`src/rtl/pllcfg_pkg.sv`:
```
package pllcfg_pkg;

    localparam int FRAME_BITS = 16;
    localparam int DATA_BITS  = 8;
    localparam int ADDR_BITS  = 7;

    typedef enum logic [1:0] {
        SQ_IDLE   = 2'd0,
        SQ_LAUNCH = 2'd1,
        SQ_WAIT   = 2'd2
    } seq_state_e;

endpackage

```
`src/rtl/pllcfg_refgen.sv`:
```
module pllcfg_refgen #(
    parameter int N_BUS = 2
) (
    input  logic             clk,
    input  logic             rst_n,
    input  logic [N_BUS-1:0] fsync,
    output logic [N_BUS-1:0] ref_pulse
);

    typedef struct packed {
        logic [N_BUS-1:0] meta;
        logic [N_BUS-1:0] sync;
        logic [N_BUS-1:0] last;
        logic [N_BUS-1:0] strobe;
    } ref_t;

    ref_t q, n;

    always_comb begin
        n        = q;
        n.meta   = fsync;
        n.sync   = q.meta;
        n.last   = q.sync;
        n.strobe = q.sync & ~q.last;
    end

    always_ff @(posedge clk or negedge rst_n) begin
        if (!rst_n) q <= '0;
        else        q <= n;
    end

    assign ref_pulse = q.strobe;

    for (genvar i = 0; i < N_BUS; i++) begin : g_chk
        AST_REF_SINGLE: assert property (@(posedge clk) disable iff (!rst_n)
            ref_pulse[i] |=> !ref_pulse[i]);
    end

endmodule

```
`src/rtl/pllcfg_serial.sv`:
```
module pllcfg_serial
    import pllcfg_pkg::*;
#(
    parameter int N_DEV = 2,
    parameter int HALF  = 2
) (
    input  logic                                 clk,
    input  logic                                 rst_n,
    input  logic                                 start,
    input  logic [N_DEV-1:0][FRAME_BITS-1:0]     tx_frame,
    input  logic [N_DEV-1:0]                     miso,
    output logic                                 sclk,
    output logic                                 csn,
    output logic [N_DEV-1:0]                     mosi,
    output logic [N_DEV-1:0][DATA_BITS-1:0]      rx_byte,
    output logic                                 fin
);

    localparam int TICK_W = (2*HALF > 2) ? $clog2(2*HALF) : 1;
    localparam int BIT_W  = $clog2(FRAME_BITS);
    localparam logic [TICK_W-1:0] TICK_RISE = TICK_W'(HALF - 1);
    localparam logic [TICK_W-1:0] TICK_FALL = TICK_W'(2*HALF - 1);
    localparam logic [BIT_W-1:0]  BIT_LAST  = BIT_W'(FRAME_BITS - 1);

    typedef struct packed {
        logic                               active;
        logic [TICK_W-1:0]                  tick;
        logic [BIT_W-1:0]                   bitn;
        logic [N_DEV-1:0][FRAME_BITS-1:0]   tx;
        logic [N_DEV-1:0][DATA_BITS-1:0]    rx;
        logic                               sclk;
        logic                               csn;
        logic                               fin;
    } ser_t;

    ser_t q, n;

    always_comb begin
        n     = q;
        n.fin = 1'b0;
        if (!q.active) begin
            if (start) begin
                n.active = 1'b1;
                n.tx     = tx_frame;
                n.csn    = 1'b0;
                n.tick   = '0;
                n.bitn   = '0;
            end
        end else if (q.tick == TICK_RISE) begin
            n.sclk = 1'b1;
            n.tick = q.tick + 1'b1;
            for (int d = 0; d < N_DEV; d++) begin
                n.rx[d] = {q.rx[d][DATA_BITS-2:0], miso[d]};
            end
        end else if (q.tick == TICK_FALL) begin
            n.sclk = 1'b0;
            n.tick = '0;
            n.bitn = q.bitn + 1'b1;
            for (int d = 0; d < N_DEV; d++) begin
                n.tx[d] = {q.tx[d][FRAME_BITS-2:0], 1'b0};
            end
            if (q.bitn == BIT_LAST) begin
                n.active = 1'b0;
                n.csn    = 1'b1;
                n.fin    = 1'b1;
            end
        end else begin
            n.tick = q.tick + 1'b1;
        end
    end

    always_ff @(posedge clk or negedge rst_n) begin
        if (!rst_n) begin
            q     <= '0;
            q.csn <= 1'b1;
        end else begin
            q <= n;
        end
    end

    assign sclk    = q.sclk;
    assign csn     = q.csn;
    assign fin     = q.fin;
    assign rx_byte = q.rx;
    for (genvar d = 0; d < N_DEV; d++) begin : g_mosi
        assign mosi[d] = q.tx[d][FRAME_BITS-1];
    end

    AST_SCLK_IN_FRAME: assert property (@(posedge clk) disable iff (!rst_n)
        sclk |-> !csn);
    AST_MOSI_HELD_HIGH: assert property (@(posedge clk) disable iff (!rst_n)
        (sclk && $past(sclk)) |-> $stable(mosi));
    AST_FIN_CLOSED: assert property (@(posedge clk) disable iff (!rst_n)
        fin |-> (csn && !sclk));

endmodule

```
`src/rtl/pllcfg_ctrl.sv`:
```
module pllcfg_ctrl
    import pllcfg_pkg::*;
#(
    parameter int              N_DEV     = 2,
    parameter int              N_REG     = 4,
    parameter logic [6:0]      REG_BASE  = 7'h10,
    parameter int              HALF      = 2,
    parameter int              MAX_RETRY = 3
) (
    input  logic                        clk,
    input  logic                        rst_n,
    input  logic [N_DEV*N_REG*8-1:0]    cfg_words,
    input  logic                        cfg_req,
    input  logic [N_DEV-1:0]            fsync,
    output logic [N_DEV-1:0]            pll_ref,
    output logic                        pll_sclk,
    output logic                        pll_csn,
    output logic [N_DEV-1:0]            pll_mosi,
    input  logic [N_DEV-1:0]            pll_miso,
    output logic                        cfg_done,
    output logic                        cfg_err
);

    localparam int IDX_W = (N_REG > 1) ? $clog2(N_REG) : 1;
    localparam int RTY_W = $clog2(MAX_RETRY + 1) + 1;
    localparam logic [IDX_W-1:0] IDX_LAST  = IDX_W'(N_REG - 1);
    localparam logic [RTY_W-1:0] RTY_LIMIT = RTY_W'(MAX_RETRY);

    typedef struct packed {
        seq_state_e                                  st;
        logic                                        rd_phase;
        logic [IDX_W-1:0]                            idx;
        logic [RTY_W-1:0]                            retry;
        logic                                        miss;
        logic                                        pend;
        logic                                        done;
        logic                                        err;
        logic                                        start;
        logic [N_DEV-1:0][N_REG-1:0][DATA_BITS-1:0]  shadow;
    } seq_t;

    seq_t q, n;

    logic [N_DEV-1:0][FRAME_BITS-1:0] tx_frame;
    logic [N_DEV-1:0][DATA_BITS-1:0]  ser_rx;
    logic                             ser_fin;

    pllcfg_refgen #(.N_BUS(N_DEV)) u_refgen (
        .clk       (clk),
        .rst_n     (rst_n),
        .fsync     (fsync),
        .ref_pulse (pll_ref)
    );

    pllcfg_serial #(.N_DEV(N_DEV), .HALF(HALF)) u_serial (
        .clk      (clk),
        .rst_n    (rst_n),
        .start    (q.start),
        .tx_frame (tx_frame),
        .miso     (pll_miso),
        .sclk     (pll_sclk),
        .csn      (pll_csn),
        .mosi     (pll_mosi),
        .rx_byte  (ser_rx),
        .fin      (ser_fin)
    );

    always_comb begin
        for (int d = 0; d < N_DEV; d++) begin
            tx_frame[d] = {q.rd_phase,
                           REG_BASE + ADDR_BITS'(q.idx),
                           q.rd_phase ? {DATA_BITS{1'b0}} : q.shadow[d][q.idx]};
        end
    end

    always_comb begin
        logic miss_now;
        n        = q;
        n.start  = 1'b0;
        n.pend   = q.pend | cfg_req;
        miss_now = q.miss;
        unique case (q.st)
            SQ_IDLE: begin
                if (q.pend) begin
                    n.pend     = cfg_req;
                    n.shadow   = cfg_words;
                    n.done     = 1'b0;
                    n.err      = 1'b0;
                    n.retry    = '0;
                    n.rd_phase = 1'b0;
                    n.idx      = '0;
                    n.miss     = 1'b0;
                    n.st       = SQ_LAUNCH;
                end
            end
            SQ_LAUNCH: begin
                n.start = 1'b1;
                n.st    = SQ_WAIT;
            end
            SQ_WAIT: begin
                if (ser_fin) begin
                    if (q.rd_phase) begin
                        for (int d = 0; d < N_DEV; d++) begin
                            if (ser_rx[d] != q.shadow[d][q.idx]) miss_now = 1'b1;
                        end
                    end
                    if (q.idx == IDX_LAST) begin
                        n.idx = '0;
                        if (!q.rd_phase) begin
                            n.rd_phase = 1'b1;
                            n.st       = SQ_LAUNCH;
                        end else if (miss_now) begin
                            n.miss = 1'b0;
                            if (q.retry == RTY_LIMIT) begin
                                n.err = 1'b1;
                                n.st  = SQ_IDLE;
                            end else begin
                                n.retry    = q.retry + 1'b1;
                                n.rd_phase = 1'b0;
                                n.st       = SQ_LAUNCH;
                            end
                        end else begin
                            n.done = 1'b1;
                            n.st   = SQ_IDLE;
                        end
                    end else begin
                        n.idx  = q.idx + 1'b1;
                        n.miss = miss_now;
                        n.st   = SQ_LAUNCH;
                    end
                end
            end
            default: n.st = SQ_IDLE;
        endcase
    end

    always_ff @(posedge clk or negedge rst_n) begin
        if (!rst_n) begin
            q    <= '0;
            q.st <= SQ_IDLE;
        end else begin
            q <= n;
        end
    end

    assign cfg_done = q.done;
    assign cfg_err  = q.err;

    AST_DONE_ERR_EXCL: assert property (@(posedge clk) disable iff (!rst_n)
        !(cfg_done && cfg_err));
    AST_DONE_ONLY_IDLE: assert property (@(posedge clk) disable iff (!rst_n)
        (cfg_done || cfg_err) |-> (q.st == SQ_IDLE));
    AST_DONE_AFTER_FRAME: assert property (@(posedge clk) disable iff (!rst_n)
        $rose(cfg_done) |-> $past(ser_fin));
    AST_ERR_AFTER_FRAME: assert property (@(posedge clk) disable iff (!rst_n)
        $rose(cfg_err) |-> $past(ser_fin));
    AST_NO_RETRY_OVERRUN: assert property (@(posedge clk) disable iff (!rst_n)
        q.retry <= RTY_LIMIT);
    AST_START_WHEN_IDLE: assert property (@(posedge clk) disable iff (!rst_n)
        q.start |-> pll_csn);

endmodule

```
`config.mk`:
```
export PLATFORM = sky130hd
export DESIGN_NAME = pllcfg_ctrl
export DESIGN_NICKNAME = d
export VERILOG_FILES = /design/src/rtl/pllcfg_pkg.sv /design/src/rtl/pllcfg_refgen.sv /design/src/rtl/pllcfg_serial.sv /design/src/rtl/pllcfg_ctrl.sv
export SDC_FILE = /design/constraint.sdc
export NUM_CORES = 1
export LEC_CHECK = 0
export ABC_AREA = 1
export BUFFER_PORTS_ARGS = -buffer_cell sky130_fd_sc_hd__buf_2
export CAP_MARGIN = 0
export CORE_UTILIZATION = 58
export CTS_CLUSTER_DIAMETER = 100
export DETAILED_ROUTE_END_ITERATION = 10
export PLACE_DENSITY = 0.89
export RECOVER_POWER = 25
export SLEW_MARGIN = 10
export SYNTH_ARGS = -nofsm -noshare
export SYNTH_HDL_FRONTEND = slang
export SYNTH_SLANG_ARGS = --single-unit
```
`constraint.sdc`:
```
create_clock -name clk -period 2.22 [get_ports clk]
set_input_delay 0.222 -clock clk [delete_from_list [all_inputs] [get_ports clk]]
set_output_delay 0.222 -clock clk [all_outputs]
set_load 0.02 [all_outputs]
```
==> key figures, run 1 <==
Outcome
  • Status: finished, violations left
  • Failing checks: hold timing

Die
  • Die X-Extent: roughly 110 um
  • DIE HEIGHT: ~110 um
  • DIE AREA: between 0.01 and 0.015 mm2
  • Starting Density: about three fifths
  • Num ports: 79
  • Core footprint: approximately 0.011 mm2
  • # rows: 38

GRT
  • GR peak layer: met2
  • Gr ovfl total: 0
  • GR Util met2: 48.5%
  • First-pass GRT wire length: about 26000 um
  • Global routing met1 resource utilization: roughly 36%
  • Vias in the first global route: 5587
  • Met3 Track Usage GR: under 10%
  • Largest net degree at the start of global routing: 66
  • Total GRT Usage: 29.4%
  • Initial antenna violation count: 0

Hold path
  • Hold endpoint: q[6]
  • Hold Crit Start: cfg_words[6]
  • Hold Path Stages: 3
  • Hold Path Class: input port to register

Worst setup path
  • Max stage delay on crit path: 440 ps
  • CP Launch Type: register
  • Crit Path Max Fanout: 13
  • R2R depth: 16
  • Reg2reg setup slack: about 67 ps
  • Slowest CP cell: dfrtp_2
  • CP Capture Type: register
  • Arr. time, crit path: approximately 2500 ps
  • WS Path Type: register to register
  • Cells along the critical path: buf_4 > buf_6 > nand2_1 > nand3_2 > nand3_1 > nand2_1 > nor2_1 > nand2_1 > nor2_2 > nand2_1 > nand2_1 > nand2_2 > nand2_2 > nand2_2 > nand2_2 > o21a_1
  • FF-to-FF Start: q[72]
  • Most common cell on crit path: nand2_1
  • Req. time, crit path: about 2600 ps
  • R2r endpoint: q[74]

Clocking
  • Root buf cell: clkbuf_16
  • Clock Tree Buf Depth: 2
  • Clock latency on the worst-skew pair: about 420 ps
  • Clk sinks: approximately 140
  • Cts bufs inserted: 17
  • Clock input transition at the sequential cells of the worst setup and hold paths: about 60 ps
  • CTS tree: built
  • CTS H-Tree Depth: 4

Timing
  • Final Max Slew Viols: 0
  • Fmax: 465 MHz
  • Min Tclk post-route: approximately 2200 ps
  • Layout Skew: about 6.4 ps
  • Hold_ws: -10.6 ps
  • Total negative slack: 0 ps
  • Slew HR: 15.8%
  • Fin crit share: 97.0%
  • Setup violators final: 0
  • Final hold vios: 19
  • Worst-Margin Slew: 1260 ps
  • Post-route worst setup slack: about 67 ps

Placement
  • Dpl hpwl: about 9900 um
  • GPL Wtd Cong: 0.895
  • Pre-CTS setup slack: about 60 ps
  • Port-buffer cells: 78

Route
  • Initial DRC count: around 670
  • Final WL: roughly 17000 um
  • DRC: 0
  • Vias per inst: ~5.7
  • Initial DRT Pass Iterations: 6
  • Post-route ant nets: 0
  • Via count: roughly 5900
  • WL/cell: 16.2 um

Final layout
  • Commonest non-fill, non-tap cell in the layout: nand2_1
  • Syn-to-layout area delta: 21.3%
  • Fillers: 723
  • Leading cell types in the layout, fill and taps excluded: nand2_1 (362), dfrtp_1 (140), buf_2 (77), inv_1 (45), nand3_1 (36)
  • Share of post-route cells with drive strength above 1: 21.0%
  • Antenna diodes: 0
  • NumNets Final: slightly below 1000

Yosys
  • Seq/Total Area, Yosys: between 50% and 60%
  • Syn_nets: slightly below 900
  • Count of cell types in the netlist: 37
  • Mapped Cells: about 790
  • Syn Area/Cell: 8.29 um2
  • Synthesized flop and latch total: 143
  • Yosys Warn Count: 0
  • Cell Area, Synth: ~0.0066 mm2

Job
  • Max Cap Viol: 0

Power and ir drop
  • Power per cell area: approximately 750 mW/mm2
  • Peak VDD IR: slightly above 500 uV
  • Leakage: roughly 4.2 nW
[area by class of cell]
type	count	area [um2]	share of cell area, %
Timing Repair Buffer	116	776	9.75
Sequential cell	143	3580	45.0
Inverter	50	205	2.58
Clock buffer	17	425	5.35
Multi-Input combinational cell	560	2590	32.6
Timing Repair inverter	2	27.5	0.346
Tap cell	140	175	2.20
Clock inverter	14	168	2.11
[worst max path at each step]
stage / slack, ps / from / depth (start not counted) / to
6_report: 70 / q[72] / 16 / q[74]
5_1_grt: -60 / q[72] / 16 / q[74]
4_1_cts: 5 / q[72] / 16 / q[74]
3_5_place_dp: 60 / q[72] / 16 / q[74]
3_3_place_gp: 190 / q[72] / 16 / q[74]
2_1_floorplan: 480 / q[72] / 18 / q[74]
[state kept, by name, indices dropped and copies added (netlist names), 2 cells and up]
name	count
u_serial.mosi	2
u_refgen.q	2
u_serial.rx_byte	16
q	75
u_refgen.ref_pulse	2
u_serial.q	37
u_refgen.n	4
[stage by stage]
stage | instance area (um2) | total power, W | utilization, % | hold slack [ps] | cells
after global placement | 7100 | 0.00308 | 64.9 | 191 | 991
after detailed placement | 7100 | 0.00310 | 64.9 | 191 | 991
after global routing | 7950 | 0.00615 | 72.7 | 2.23 | 1042
final | 7950 | 0.00598 | 72.7 | -10.6 | 1042
after CTS | 7810 | 0.00596 | 71.4 | 0.0281 | 1034
after floorplan | 6560 | 0.00293 | - | -73.6 | 791
[cell families (layout without fill, tap and decap cells)]
kind of cell               after synthesis  in the layout  share of synthesized area (%)
DFF                                    143            143                           54.6
xor gates and xnor gates                 1              1                          0.134
buffers and inverters                   88            199                           6.62
muxes                                    2              2                          0.324
AOI/OAI and AO/OA                       74             74                           6.72
adders and majority gates                6              6                           1.14
and+or+nand+nor                        477            477                           30.5
[critical path, delay by kind of cell (launching register included)]
kind / cells / cell delay [ps]
and+or+nand+nor: 13 / 1210
DFF: 1 / 440
AOI/OAI and AO/OA: 1 / 130
buffers and inverters: 2 / 310
[layer usage]
metal / vias to the layer above / routed length, um
li1: 2694 / -
met5: - / 0
met3: 91 / 1230
met1: 2780 / 6500
met2: 354 / 8270
met4: 0 / 862
[cell usage after synthesis (all sizes together)]
cell type	n	area share, %
nand2	374	22
o211ai	8	0.92
a22o	1	0.13
dfstp	1	0.40
mux2	1	0.17
o31ai	1	0.11
o21bai	1	0.11
o221ai	3	0.40
nand3	60	6.0
nand3b	3	0.34
clkbuf	21	1.2
o21a	2	0.23
nor2	38	2.3
ha	6	1.1
o21ai	27	2.1
dfrtp	142	54
or2	1	0.095
clkinv	1	0.057
o311ai	2	0.27
a21oi	20	1.5
inv	49	3.0
mux2i	1	0.15
nand4	1	0.095
o2bb2ai	1	0.13
o22ai	8	0.76
buf	17	2.4
xnor2	1	0.13
[where the power goes]
part           switching, W  internal, W  total [W]
clock network       0.00114      0.00176    0.00289
logic              0.000188     0.000136   0.000325
registers         0.0000613      0.00270    0.00276
total               0.00138      0.00459    0.00598
[repair_timing]
action,in CTS,in global routing
hold buffers,12,0
gates resized for setup,0,27
hold endpoints to repair,58,0
setup endpoints to repair,0,8
buffers inserted,0,6
(Power assumes the default switching activity.)
==> inputs of run 2 (changes only) <==
--- a/config.mk
+++ b/config.mk
@@ -8,10 +8,10 @@
 export ABC_AREA = 1
 export BUFFER_PORTS_ARGS = -buffer_cell sky130_fd_sc_hd__buf_2
 export CAP_MARGIN = 0
-export CORE_UTILIZATION = 58
+export CORE_UTILIZATION = 35
 export CTS_CLUSTER_DIAMETER = 100
 export DETAILED_ROUTE_END_ITERATION = 10
-export PLACE_DENSITY = 0.89
+export PLACE_DENSITY = 0.63
 export RECOVER_POWER = 25
 export SLEW_MARGIN = 10
 export SYNTH_ARGS = -nofsm -noshare
==> constraint.sdc (replaced) <==
create_clock -name clk -period 1.7 [get_ports clk]
set_input_delay 0.17 -clock clk [delete_from_list [all_inputs] [get_ports clk]]
set_output_delay 0.17 -clock clk [all_outputs]
set_load 0.02 [all_outputs]
==> run 2 against run 1 <==
The run ends with setup timing left. Core utilization down 23 points. Clock skew up 5.6 ps. First-iteration DRC count down 47%. Sequential share of layout area down 5.3 points. Critical path type unchanged. Largest power group unchanged.
==> key figures, run 2 (synthesis results as in run 1) <==
Clocking
  • Root buf cell: clkbuf_16
  • CTS tree: built
  • Clock Tree Buf Depth: 2
  • CTS H-Tree Depth: 4
  • Clock input transition at the sequential cells of the worst setup and hold paths: about 60 ps
  • Cts bufs inserted: 17
  • Clk sinks: between 100 and 150
  • Clock latency on the worst-skew pair: between 400 and 500 ps

GRT
  • Vias in the first global route: between 5000 and 6000
  • First-pass GRT wire length: 26500 um
  • Total GRT Usage: approximately 18%
  • Initial antenna violation count: 0
  • Largest net degree at the start of global routing: 67
  • Gr ovfl total: 0

Placement
  • Port-buffer cells: 78
  • GPL Wtd Cong: 0.798
  • Placed Cells: between 1000 and 1500
  • Dpl hpwl: about 10000 um

Route
  • Met3 wire length: just under 500 um
  • Post-route ant nets: 0
  • Final WL: about 16000 um
  • WL/cell: ~13 um
  • Vias per inst: about 4.6
  • WL met2: approximately 7600 um
  • Via count: between 5000 and 6000
  • Highest Signal Layer: met4
  • Initial DRC count: 357
  • M1 WL: 7730 um
  • Initial DRT Pass Iterations: 7
  • DRC: 0

Job
  • Max Cap Viol: 0

Final layout
  • Final cell utilization of the core: 49.7%
  • Syn-to-layout area delta: 37.4%
  • Antenna diodes: 0
  • Leading cell types in the layout, fill and taps excluded: nand2_1 (343), dfrtp_1 (139), buf_2 (77), dlygate4sd3_1 (68), inv_1 (44)
  • Largest register FFs: 75
  • Non-Filler Instances: about 1200
  • NumNets Final: 1049
  • Share of post-route cells with drive strength above 1: about 25%
  • Top reg by flops: q
  • Commonest non-fill, non-tap cell in the layout: nand2_1

Worst setup path
  • Crit Path Max Fanout: 8
  • Arr. time, crit path: roughly 2400 ps
  • WS Path Type: register to register
  • CP Capture Type: register
  • Req. time, crit path: roughly 2100 ps
  • CP Launch Type: register

Hold path
  • Hold Path Class: input port to register

Timing
  • Hold_ws: between 20 and 30 ps
  • Setup violators final: 8
  • Slew HR: 13.2%
  • Fin crit share: 117%
  • Final Max Slew Viols: 0
  • Post-route worst setup slack: -291 ps
  • RSZ-0062 raised after global routing: true
  • Layout Skew: 12.0 ps
  • Final hold vios: 0
  • Min Tclk post-route: around 2000 ps
  • Fmax: 502 MHz
  • Worst-Margin Slew: between 1000 and 1500 ps

Die
  • # rows: 49
  • Die X-Extent: 139 um
  • Core footprint: ~0.018 mm2
  • DIE AREA: between 0.015 and 0.02 mm2
  • Num ports: 79
  • DIE HEIGHT: roughly 140 um
  • Starting Density: between 30% and 40%

Outcome
  • Failing checks: setup timing
  • Status: finished, violations left

Power and ir drop
  • Final Power: 0.00793 W
  • Leakage: roughly 4.6 nW
  • Power per cell area: around 880 mW/mm2
  • Peak VDD IR: 718 uV
-- run 2: report_power, final --
group	total [W]	internal [W]	leakage [nW]	switching (W)
Sequential	0.00360	0.00352	1.72	0.0000786
Combinational	0.000557	0.000299	2.57	0.000258
Clock	0.00377	0.00229	0.290	0.00148
-- run 2: path summary, 6_finish.rpt --
path	start	end	slack, ps	depth (start not counted)
worst min register to register	u_refgen.n[5]	u_refgen.n[3]	350	0
worst min-delay path	pll_miso[1]	u_serial.rx_byte[8]	30	3
worst max register to register	q[72]	q[74]	-290	16
min in group asynchronous	rst_n	cfg_err	580	2
max in group asynchronous	rst_n	q[72]	240	3
worst max-delay path	q[72]	q[74]	-290	16
-- run 2: layer usage --
metal | global-route usage [%] | vias up
met5 | 0 | -
met4 | 7.43 | 0
met3 | 3.76 | 24
met2 | 26.4 | 99
met1 | 24.5 | 2627
li1 | - | 2858
-- run 2: critical path, cell delays in order (launching register included) --
cell	delay, ps
dfrtp_2	470
buf_8	180
clkinv_8	90
nand2_1	80
nand3_2	70
nand3b_1	110
nand2_1	60
nor2_1	110
nand2_1	90
nor2_1	100
nand2_1	60
nand2_1	60
nand2_2	80
nand2_2	100
nand2_2	70
nand2_2	80
o21a_1	120
-- run 2: final cells by class --
class | instances | area [um2]
clock inverters | 11 | 129
repair buffers | 197 | 1560
well taps | 229 | 287
clock buffers | 21 | 470
multi-input cells | 560 | 2730
repair inverters | 3 | 43.8
fillers | 1712 | 9140
flip-flops and latches | 143 | 3580
inverters | 50 | 205
-- run 2: stage by stage --
step	setup TNS [ps]	worst slack [ps]	instance area, um2
4_1_cts	-2140	-303	8890
2_1_floorplan	-99.7	-35.8	6560
3_3_place_gp	-2180	-325	7420
6_report	-1960	-291	9010
5_1_grt	-3170	-452	9010
3_5_place_dp	-2420	-357	7420
-- run 2: timing repair --
action                                  CTS  global route
hold buffers                             68             0
setup buffers                             8             3
pin swaps                                18            32
endpoints found under the setup margin    8            22
resized for setup                        21            48
cloned                                    4             0
endpoints found under the hold margin   111             0
